===== config.mk =====
export PLATFORM = sky130hd
export DESIGN_NAME = modn_counter
export DESIGN_NICKNAME = d
export VERILOG_FILES = /design/src/rtl/modn_pkg.sv /design/src/rtl/modn_core.sv /design/src/rtl/modn_term.sv /design/src/rtl/modn_counter.sv
export SDC_FILE = /design/constraint.sdc
export NUM_CORES = 1
export LEC_CHECK = 0
export BUFFER_PORTS_ARGS = -buffer_cell sky130_fd_sc_hd__buf_2
export CELL_PAD_IN_SITES_DETAIL_PLACEMENT = 1
export CELL_PAD_IN_SITES_GLOBAL_PLACEMENT = 1
export CORE_AREA = 2 2 39 41
export DETAILED_ROUTE_END_ITERATION = 12
export DIE_AREA = 0 0 41 43
export PLACE_DENSITY_LB_ADDON = 0.05
export SLEW_MARGIN = 0
export SYNTH_ARGS = -nofsm -noshare
export SYNTH_HDL_FRONTEND = slang
export SYNTH_SLANG_ARGS = --single-unit

===== constraint.sdc =====
create_clock -name clk -period 4.3 [get_ports clk]
set_clock_uncertainty 0.2 [all_clocks]
set_input_delay 0.645 -clock clk [delete_from_list [all_inputs] [get_ports clk]]
set_output_delay 0.645 -clock clk [all_outputs]
set_load 0.03 [all_outputs]

===== src/rtl/modn_pkg.sv =====
package modn_pkg;

    localparam int CW = 4;

    typedef logic [CW-1:0] cnt_t;

    typedef enum logic [0:0] {
        MODE_MOD7 = 1'b0,
        MODE_MOD6 = 1'b1
    } mode_e;

    typedef struct packed {
        logic ld;
        cnt_t val;
    } ldreq_t;

    function automatic cnt_t base_of(mode_e m);
        return (m == MODE_MOD6) ? cnt_t'(9) : cnt_t'(0);
    endfunction

    function automatic cnt_t term_of(mode_e m);
        return (m == MODE_MOD6) ? cnt_t'(14) : cnt_t'(6);
    endfunction

    function automatic logic out_of_range(mode_e m, cnt_t v);
        return (m == MODE_MOD7) && (v > term_of(m));
    endfunction

endpackage


===== src/rtl/modn_core.sv =====
module modn_core
    import modn_pkg::*;
(
    input  logic   clk,
    input  logic   aclr,
    input  logic   rst,
    input  cnt_t   rst_val,
    input  ldreq_t ldreq,
    input  logic   step,
    output cnt_t   q,
    output logic   co
);

    cnt_t q_r;

    always_ff @(posedge clk or posedge aclr) begin
        if (aclr) begin
            q_r <= '0;
        end else if (rst) begin
            q_r <= rst_val;
        end else if (ldreq.ld) begin
            q_r <= ldreq.val;
        end else if (step) begin
            q_r <= q_r + cnt_t'(1);
        end
    end

    assign q  = q_r;
    assign co = step & (&q_r);

endmodule


===== src/rtl/modn_term.sv =====
module modn_term
    import modn_pkg::*;
#(
    parameter mode_e MODE = MODE_MOD7
) (
    input  cnt_t   q,
    input  logic   load_ext,
    input  cnt_t   d,
    input  logic   step,
    output ldreq_t ldreq
);

    localparam cnt_t BASE = base_of(MODE);
    localparam cnt_t TERM = term_of(MODE);

    logic hit_term;
    logic stray;

    assign hit_term = step && (q == TERM);

    generate
        if (MODE == MODE_MOD7) begin : g_recover
            assign stray = out_of_range(MODE, q);
        end else begin : g_norecover
            assign stray = 1'b0;
        end
    endgenerate

    always_comb begin
        ldreq = '{ld: 1'b0, val: '0};
        if (load_ext) begin
            ldreq = '{ld: 1'b1, val: d};
        end else if (stray) begin
            ldreq = '{ld: 1'b1, val: BASE};
        end else if (hit_term) begin
            ldreq = '{ld: 1'b1, val: BASE};
        end
    end

endmodule


===== src/rtl/modn_counter.sv =====
module modn_counter
    import modn_pkg::*;
#(
    parameter mode_e MODE = MODE_MOD7
) (
    input  logic          clk,
    input  logic          aclr,
    input  logic          rst,
    input  logic          load,
    input  logic          count,
    input  logic          en,
    input  logic [CW-1:0] d,
    output logic [CW-1:0] q,
    output logic          co
);

    localparam cnt_t BASE = base_of(MODE);

    logic   step;
    ldreq_t ldreq;
    cnt_t   q_w;

    assign step = count & en;

    modn_term #(.MODE(MODE)) u_term (
        .q        (q_w),
        .load_ext (load),
        .d        (d),
        .step     (step),
        .ldreq    (ldreq)
    );

    modn_core u_core (
        .clk     (clk),
        .aclr    (aclr),
        .rst     (rst),
        .rst_val (BASE),
        .ldreq   (ldreq),
        .step    (step),
        .q       (q_w),
        .co      (co)
    );

    assign q = q_w;

endmodule


# After elaboration in Yosys (flattened, before gate mapping)
# Cells that the tools add are included.
[op_classes]
n_addsub = 1
magnitude_cmp = 1
n_eq_ne = 1
muxes = 6
bitwise_logic = 2
reduce_logical = 3
[op_table]
columns = ["cell", "count"]
rows = [
  ["2-to-1 mux 5 bit", 3],
  ["2-to-1 mux 4 bit", 3],
  ["adder 4 x 1 -> 4 bit (second input constant)", 1],
  ["== test 4 x 3 -> 1 bit (second input constant)", 1],
  ["greater-than comparator 4 x 3 -> 1 bit (second input constant)", 1],
  ["AND reduction 4 bit", 1],
  ["nonzero test 3 bit", 1],
  ["bitwise AND 1 bit", 2],
  ["logical AND 1 bit", 1],
]
[totals]
reg_bits = 4
inputBits = 10
out_inout_bits = 5
wordCells = 15

# Longest topological paths before layout
# Gate-level depths: netlist of run 1.
[depth]
word_depth = 7
mapped_depth = 5

# Hierarchy
# A second synthesis of run 1 with hierarchy kept.
[hier_totals]
hier_cells = 39
area_unflattened_um2 = 317.8
[by_module_without_submodules]
columns = ["module", "n_inst", "cells_per_inst", "area_each_um2", "seq_area_each_um2"]
rows = [
  ["modn_core", 1, 30, 262.8, 100.1],
  ["modn_term", 1, 7, 45.0, 0.0],
  ["modn_counter", 1, 2, 10.0, 0.0],
]

# Worst setup path before layout of run 1
# Ideal clock, no wire load.
[synth_path]
kind = "reg-to-output"
startpoint = "register u_core.q_r[1], in the netlist u_core.q[1]"
endpoint = "output co"
t_arrival_ns = 1.327
t_required_ns = 3.455
path_slack_ns = 2.128
path_stages_with_launch = 4
path_buffers = 0
path_cell_list = "dfrtp_1 -> ha_1 -> nand3_1 -> nor2_1"
[synth_via]
elab_chain_cells = 2
[synth_lines]
columns = ["element", "line_no", "text"]
rows = [
  ["from (decl)", "modn_core.sv:14", "cnt_t q_r;"],
  ["from (signal assigned)", "modn_core.sv:20", "q_r <= rst_val;"],
  ["from (signal assigned)", "modn_core.sv:22", "q_r <= ldreq.val;"],
  ["from (signal assigned)", "modn_core.sv:24", "q_r <= q_r + cnt_t'(1);"],
  ["AND reduction 4 bit", "modn_core.sv:29", "assign co = step & (&q_r);"],
  ["bitwise AND 1 bit", "modn_core.sv:29", ""],
  ["to (decl)", "modn_counter.sv:14", "output logic co"],
]
# Every way passes these cells.

# Worst setup path in the final report of run 1
# Ends and elaborated chain as after synthesis.

==> results.json, run 1 <==
{
  "place_congestion": 0.7252,
  "syn_area_per_cell_sq_um": 9.063,
  "drc": 0,
  "async_flop_share": 1.000,
  "antenna_cells": 0,
  "cap_violations": 0,
  "p_leak_uw": 0.0001970,
  "syn-cell-area_sq_um": 335.3,
  "path_clk_slew_ps": 40,
  "synth_area_leader_cell": "dfrtp_1",
  "dieArea_sq_mm": 0.001763,
  "cp-end-kind": "output pin",
  "initial_core_util": 0.2423,
  "nets": 67,
  "ant_nets": 0,
  "syn_nets": 49,
  "arrival_ps": 1350,
  "clkSinkCount": 4,
  "grt_start_max_net_pins": 10,
  "hold_path_class": "primary input to async pin",
  "antenna_found_initial": 0,
  "period_minus_slack_ps": 2191,
  "drt-total-wl_mm": 1.033,
  "first_pass_iters": 4,
  "crit_required_ps": 3450,
  "cts_setup_buffers": 0,
  "cts-root-buf": "clkbuf_4",
  "final_max_slew_viol_count": 0,
  "maxSlewHeadroom": 0.7676,
  "synth_compound_area_frac": 0.2799,
  "drt-vias-per-instance": 5.348,
  "wl_per_cell_microns": 14.97,
  "synth-seq-area-share": 0.2985,
  "total_power_uw": 126.4,
  "tightest_slew_ps": 347.4,
  "synth_top_area_frac": 0.2985,
  "start_kind": "register",
  "cts.htree.levels": 1,
  "drive_above_1_share": 0.3774,
  "cts_max_path_buffers": 2,
  "syn_to_final_growth_pct": 30.22,
  "gr-total-overflow": 0,
  "ctsHoldBuffers": 0,
  "finalCritPeriodShare": 0.5096,
  "largest_reg_flops": 4,
  "synthCells": 37,
  "grt_pass1_vias": 381,
  "cts_tree": "built",
  "ir_worst_vdd_uv": 137.1,
  "status": "completed",
  "grt_pass1_wl_mm": 1.538,
  "io_buffers": 14,
  "crit_path_max_fanout": 8,
  "holdWs_ps": 79.42,
  "fin_setup_tns_ps": 0,
  "fmax_ghz": 0.4564,
  "fp.dieH_microns": 43,
  "chipWidth_microns": 41,
  "rsz0062_at_grt": "false",
  "grtUsageTotal": 0.1328,
  "clkLatencyLatePin_ps": 230,
  "rr_worst_depth": 5,
  "coreArea_sq_mm": 0.001384,
  "powerDensity_mw_per_mm2": 289.4,
  "rows": 14,
  "cts_made_buffers": 3,
  "synth_edf_count": 0,
  "dp_hpwl_microns": 796.7,
  "synth_top_family_by_area": "simple AND/OR/NAND/NOR gates",
  "vias": 369,
  "pin_count": 15,
  "finalSetupViolations": 0,
  "synthTopCellsByArea": "dfrtp_1 30%, ha_1 7.5%, a211oi_4 6.0%",
  "post_cts_resized": 0,
  "synthDistinctLibCells": 25,
  "hold_viol_final": 0,
  "synth_ff_type": "dfrtp_1",
  "yosys.area_share.simple": 0.2910,
  "synth_xor_area_frac": 0,
  "ys_ff_latch": 4,
  "path_class": "register to output pin",
  "synthAdderAreaFrac": 0.07463,
  "yosysWarnings": 0,
  "muxShareOfSynthArea": 0,
  "drtIter0Drc": 3,
  "final_util": 0.3156
}
[power by group]
group	internal, uW	total (uW)	switching [uW]
Sequential	40.7	46.7	6.07
Clock	31.2	46.3	15.1
Combinational	13.3	33.3	20.0
[synthesized netlist by cell type, types with 2 or more instances]
library cell / count
inv_1: 2
nor3_1: 2
ha_1: 2
nand3_1: 2
nor2b_1: 2
nand2_1: 3
nand4_1: 2
a32oi_1: 2
dfrtp_1: 4
[stage by stage]
step           cell area (sq um)  cells  setup WS, ps
6_report                   436.7     69          2109
5_1_grt                    436.7     69          2029
4_1_cts                    436.7     69          2102
3_5_place_dp               414.1     66          2308
3_3_place_gp               414.1     66          2331
2_1_floorplan              335.3     37          2128
[path summary, 6_finish.rpt]
| check | slack, ps | end | startpoint |
|---|---|---|---|
| max | 2110 | co | u_core.q[1] |
| max in group asynchronous | 3670 | u_core.q[3] | aclr |
| min | 80 | u_core.q[1] | aclr |
| max reg2reg | 2560 | u_core.q[1] | u_core.q[0] |
| min in group clk | 450 | u_core.q[3] | rst |
| min reg2reg | 550 | u_core.q[0] | u_core.q[0] |
[placed cells by master (no fill, tap or decap), drive strengths merged, types with 2 or more instances in the layout]
| cell type | synthesis | routed |
|---|---|---|
| nand2 | 3 | 3 |
| nor2b | 2 | 2 |
| ha | 2 | 2 |
| buf | 1 | 14 |
| a32oi | 2 | 2 |
| nand4 | 2 | 2 |
| clkbuf | 0 | 3 |
| dfrtp | 4 | 4 |
| a211oi | 2 | 2 |
| inv | 2 | 2 |
| nor3 | 2 | 2 |
| nand3 | 2 | 2 |
[worst max-delay path, stage by stage, from the launching register on]
cell     delay, ps
dfrtp_1        480
ha_1           250
nand3_1         90
nor2_1          90
buf_2          200
[cells by family (layout without fill, tap and decap cells)]
kind of cell	count (synthesis)	after routing
DFF	4	4
and+or+nand+nor	17	17
buffers and inverters	3	19
AOI/OAI and AO/OA	11	11
adders and majority gates	2	2
[area by class of cell]
type	instances	area [sq um]
inverter	2	7.507
multi-input combinational	30	216.5
sequential	4	100.1
tap	16	20.02
timing repair buffer	14	70.07
fill	181	947.2
clock buffer	3	22.52
[routing by layer]
metal / vias up / share of wire / track usage
met2: 12 / 0.49 / 0.2063
met3: 0 / 0.039 / 0.03141
met1: 179 / 0.47 / 0.1650
met4: 0 / 0 / 0.06000
met5: - / 0 / 0
li1: 178 / - / -
Note: power is estimated with default switching activity, not from simulation.
==> run 2: changes to the inputs <==
--- a/config.mk
+++ b/config.mk
@@ -5,6 +5,7 @@
 export SDC_FILE = /design/constraint.sdc
 export NUM_CORES = 1
 export LEC_CHECK = 0
+export ABC_AREA = 1
 export BUFFER_PORTS_ARGS = -buffer_cell sky130_fd_sc_hd__buf_2
 export CELL_PAD_IN_SITES_DETAIL_PLACEMENT = 1
 export CELL_PAD_IN_SITES_GLOBAL_PLACEMENT = 1
==> constraint.sdc (replaced) <==
create_clock -name clk -period 2.1 [get_ports clk]
set_clock_uncertainty 0.2 [all_clocks]
set_input_delay 0.315 -clock clk [delete_from_list [all_inputs] [get_ports clk]]
set_output_delay 0.315 -clock clk [all_outputs]
set_load 0.03 [all_outputs]
==> results.json, run 2 <==
{
  "cts_made_buffers": 3,
  "muxShareOfSynthArea": 0,
  "chipWidth_microns": 41,
  "async_flop_share": 1.000,
  "yosysWarnings": 0,
  "p_leak_uw": 0.0002898,
  "rr_startpoint": "u_core.q[0]",
  "rsz0062_at_grt": "false",
  "fp.dieH_microns": 43,
  "netlist_top_cells_count": "21 x nand2_1, 6 x inv_1",
  "crit_path_max_fanout": 5,
  "synth_edf_count": 0,
  "tightest_slew_ps": 229.1,
  "largest_reg_flops": 4,
  "grt_pass1_wl_mm": 1.587,
  "cts_max_path_buffers": 2,
  "initial_core_util": 0.2468,
  "powerDensity_mw_per_mm2": 557.5,
  "synth_ff_type": "dfrtp_1",
  "first_pass_iters": 4,
  "hold_path_class": "primary input to register",
  "synthTopCellsByArea": "dfrtp_1 29%, nand2_1 23%, ha_1 7.3%",
  "cts_tree": "built",
  "gr-total-overflow": 0,
  "finalCritPeriodShare": 0.8630,
  "vias": 374,
  "clkLatencyLatePin_ps": 230,
  "coreArea_sq_mm": 0.001384,
  "final_common_cell": "nand2_1",
  "synth-seq-area-share": 0.2930,
  "cts.htree.levels": 1,
  "antenna_found_initial": 0,
  "dieArea_sq_mm": 0.001763,
  "met1_usage": 0.1715,
  "total_power_uw": 258.8,
  "grtUsageMet2": 0.2000,
  "final_max_slew_viol_count": 0,
  "busiest_layer": "met2",
  "synth.most_common_cell": "nand2_1",
  "synthAdderAreaFrac": 0.07326,
  "met3_usage": 0.06283,
  "grt_start_max_net_pins": 8,
  "nets": 85,
  "drt-vias-per-instance": 4.299,
  "rr_worst_depth": 7,
  "ant_nets": 0,
  "wl_per_cell_microns": 10.78,
  "synth_area_leader_cell": "dfrtp_1",
  "min-delay-start": "d[2]",
  "timing.final.ws_setup_ps": 287.8,
  "rows": 14,
  "min_path_cells": 5,
  "arrival_ps": 1300,
  "ys_ff_latch": 4,
  "cap_violations": 0,
  "cp-end-kind": "output pin",
  "clkSinkCount": 4,
  "syn-cell-area_sq_um": 341.6,
  "maxSlewHeadroom": 0.8472,
  "pin_count": 15,
  "hold_end": "u_core.q[2]",
  "syn_to_final_growth_pct": 35.90,
  "yosys.area_share.simple": 0.5275,
  "holdWs_ps": 176.9,
  "synth_compound_area_frac": 0.01465,
  "synthCells": 53,
  "final_util": 0.3354,
  "ir_worst_vdd_uv": 457.6,
  "drt-total-wl_microns": 938,
  "synthDistinctLibCells": 13,
  "grt_pass1_vias": 381,
  "dp_hpwl_microns": 795.4,
  "period_minus_slack_ps": 1812,
  "grtUsageTotal": 0.1328,
  "post_cts_resized": 0,
  "ff2ff_setup_slack_ps": 510,
  "layout_common_cells": "21 x nand2_1, 14 x buf_2, 6 x inv_1",
  "synth_top_family_by_area": "simple AND/OR/NAND/NOR gates",
  "io_buffers": 14,
  "r2r_end": "u_core.q[1]",
  "synth_xor_area_frac": 0,
  "antenna_cells": 0,
  "path_clk_slew_ps": 40,
  "start_kind": "register",
  "syn_nets": 65,
  "cts-root-buf": "clkbuf_4",
  "drc": 0,
  "status": "completed",
  "synth_top_area_frac": 0.2930,
  "hold_viol_final": 0,
  "place_congestion": 0.6664,
  "drive_above_1_share": 0.3380,
  "fmax_ghz": 0.5518,
  "syn_area_per_cell_sq_um": 6.445,
  "finalSetupViolations": 0,
  "fin_setup_tns_ps": 0,
  "crit_required_ps": 1580,
  "dpl_worst_slack_ps": 500.9,
  "path_class": "register to output pin",
  "drtIter0Drc": 2
}
run 2: timing repair:
action / CTS / global route
setup buffers: 0 / 0
hold buffers: 1 / 0
endpoints found under the hold margin: 4 / 0
run 2: how the worst max path moves through the flow:
stage	start	end	slack (ps)	depth (start not counted)
after floorplan	u_core.q[1]	co	210	5
after global placement	u_core.q[1]	co	510	6
after detailed placement	u_core.q[1]	co	500	6
after CTS	u_core.q[1]	co	250	6
after global routing	u_core.q[1]	co	120	6
final	u_core.q[1]	co	290	6
run 2: routing by layer:
metal	share of wire	wire length, microns
met1	0.47	443
met2	0.44	417
met3	0.082	77
met4	0	0
met5	0	0
run 2: final cells by class:
class | instances | area [sq um]
Fill cell | 190 | 919.6
Multi-Input combinational cell | 41 | 210.2
Sequential cell | 4 | 100.1
Timing Repair Buffer | 15 | 80.08
Inverter | 8 | 31.28
Clock buffer | 3 | 22.52
Tap cell | 16 | 20.02
run 2: cells by family (layout without fill, tap and decap cells):
family,count (synthesis),in the layout
buffers and inverters,8,26
flip-flops,4,4
AND/OR/NAND/NOR,38,38
AO/OA/AOI/OAI,1,1
adder cells (fa/ha/maj),2,2
run 2: where the power goes:
part	switching (uW)	leakage (uW)	internal [uW]
clock	29.5	0.0000138	63.8
sequential	9.63	0.0000535	83.4
combinational	45.8	0.000222	26.7
total	85.0	0.000290	174
run 2: worst max-delay path, stage by stage, from the launching register on:
cell	delay, ps
dfrtp_1	420
ha_1	190
nand2_1	60
inv_1	70
nand2_1	50
nor2_1	70
buf_2	200
run 2: metrics by stage:
step           std cells  cell area, sq um
6_report              87             464.2
5_1_grt               87             464.2
4_1_cts               87             464.2
3_5_place_dp          83             431.7
3_3_place_gp          83             431.7
2_1_floorplan         53             341.6
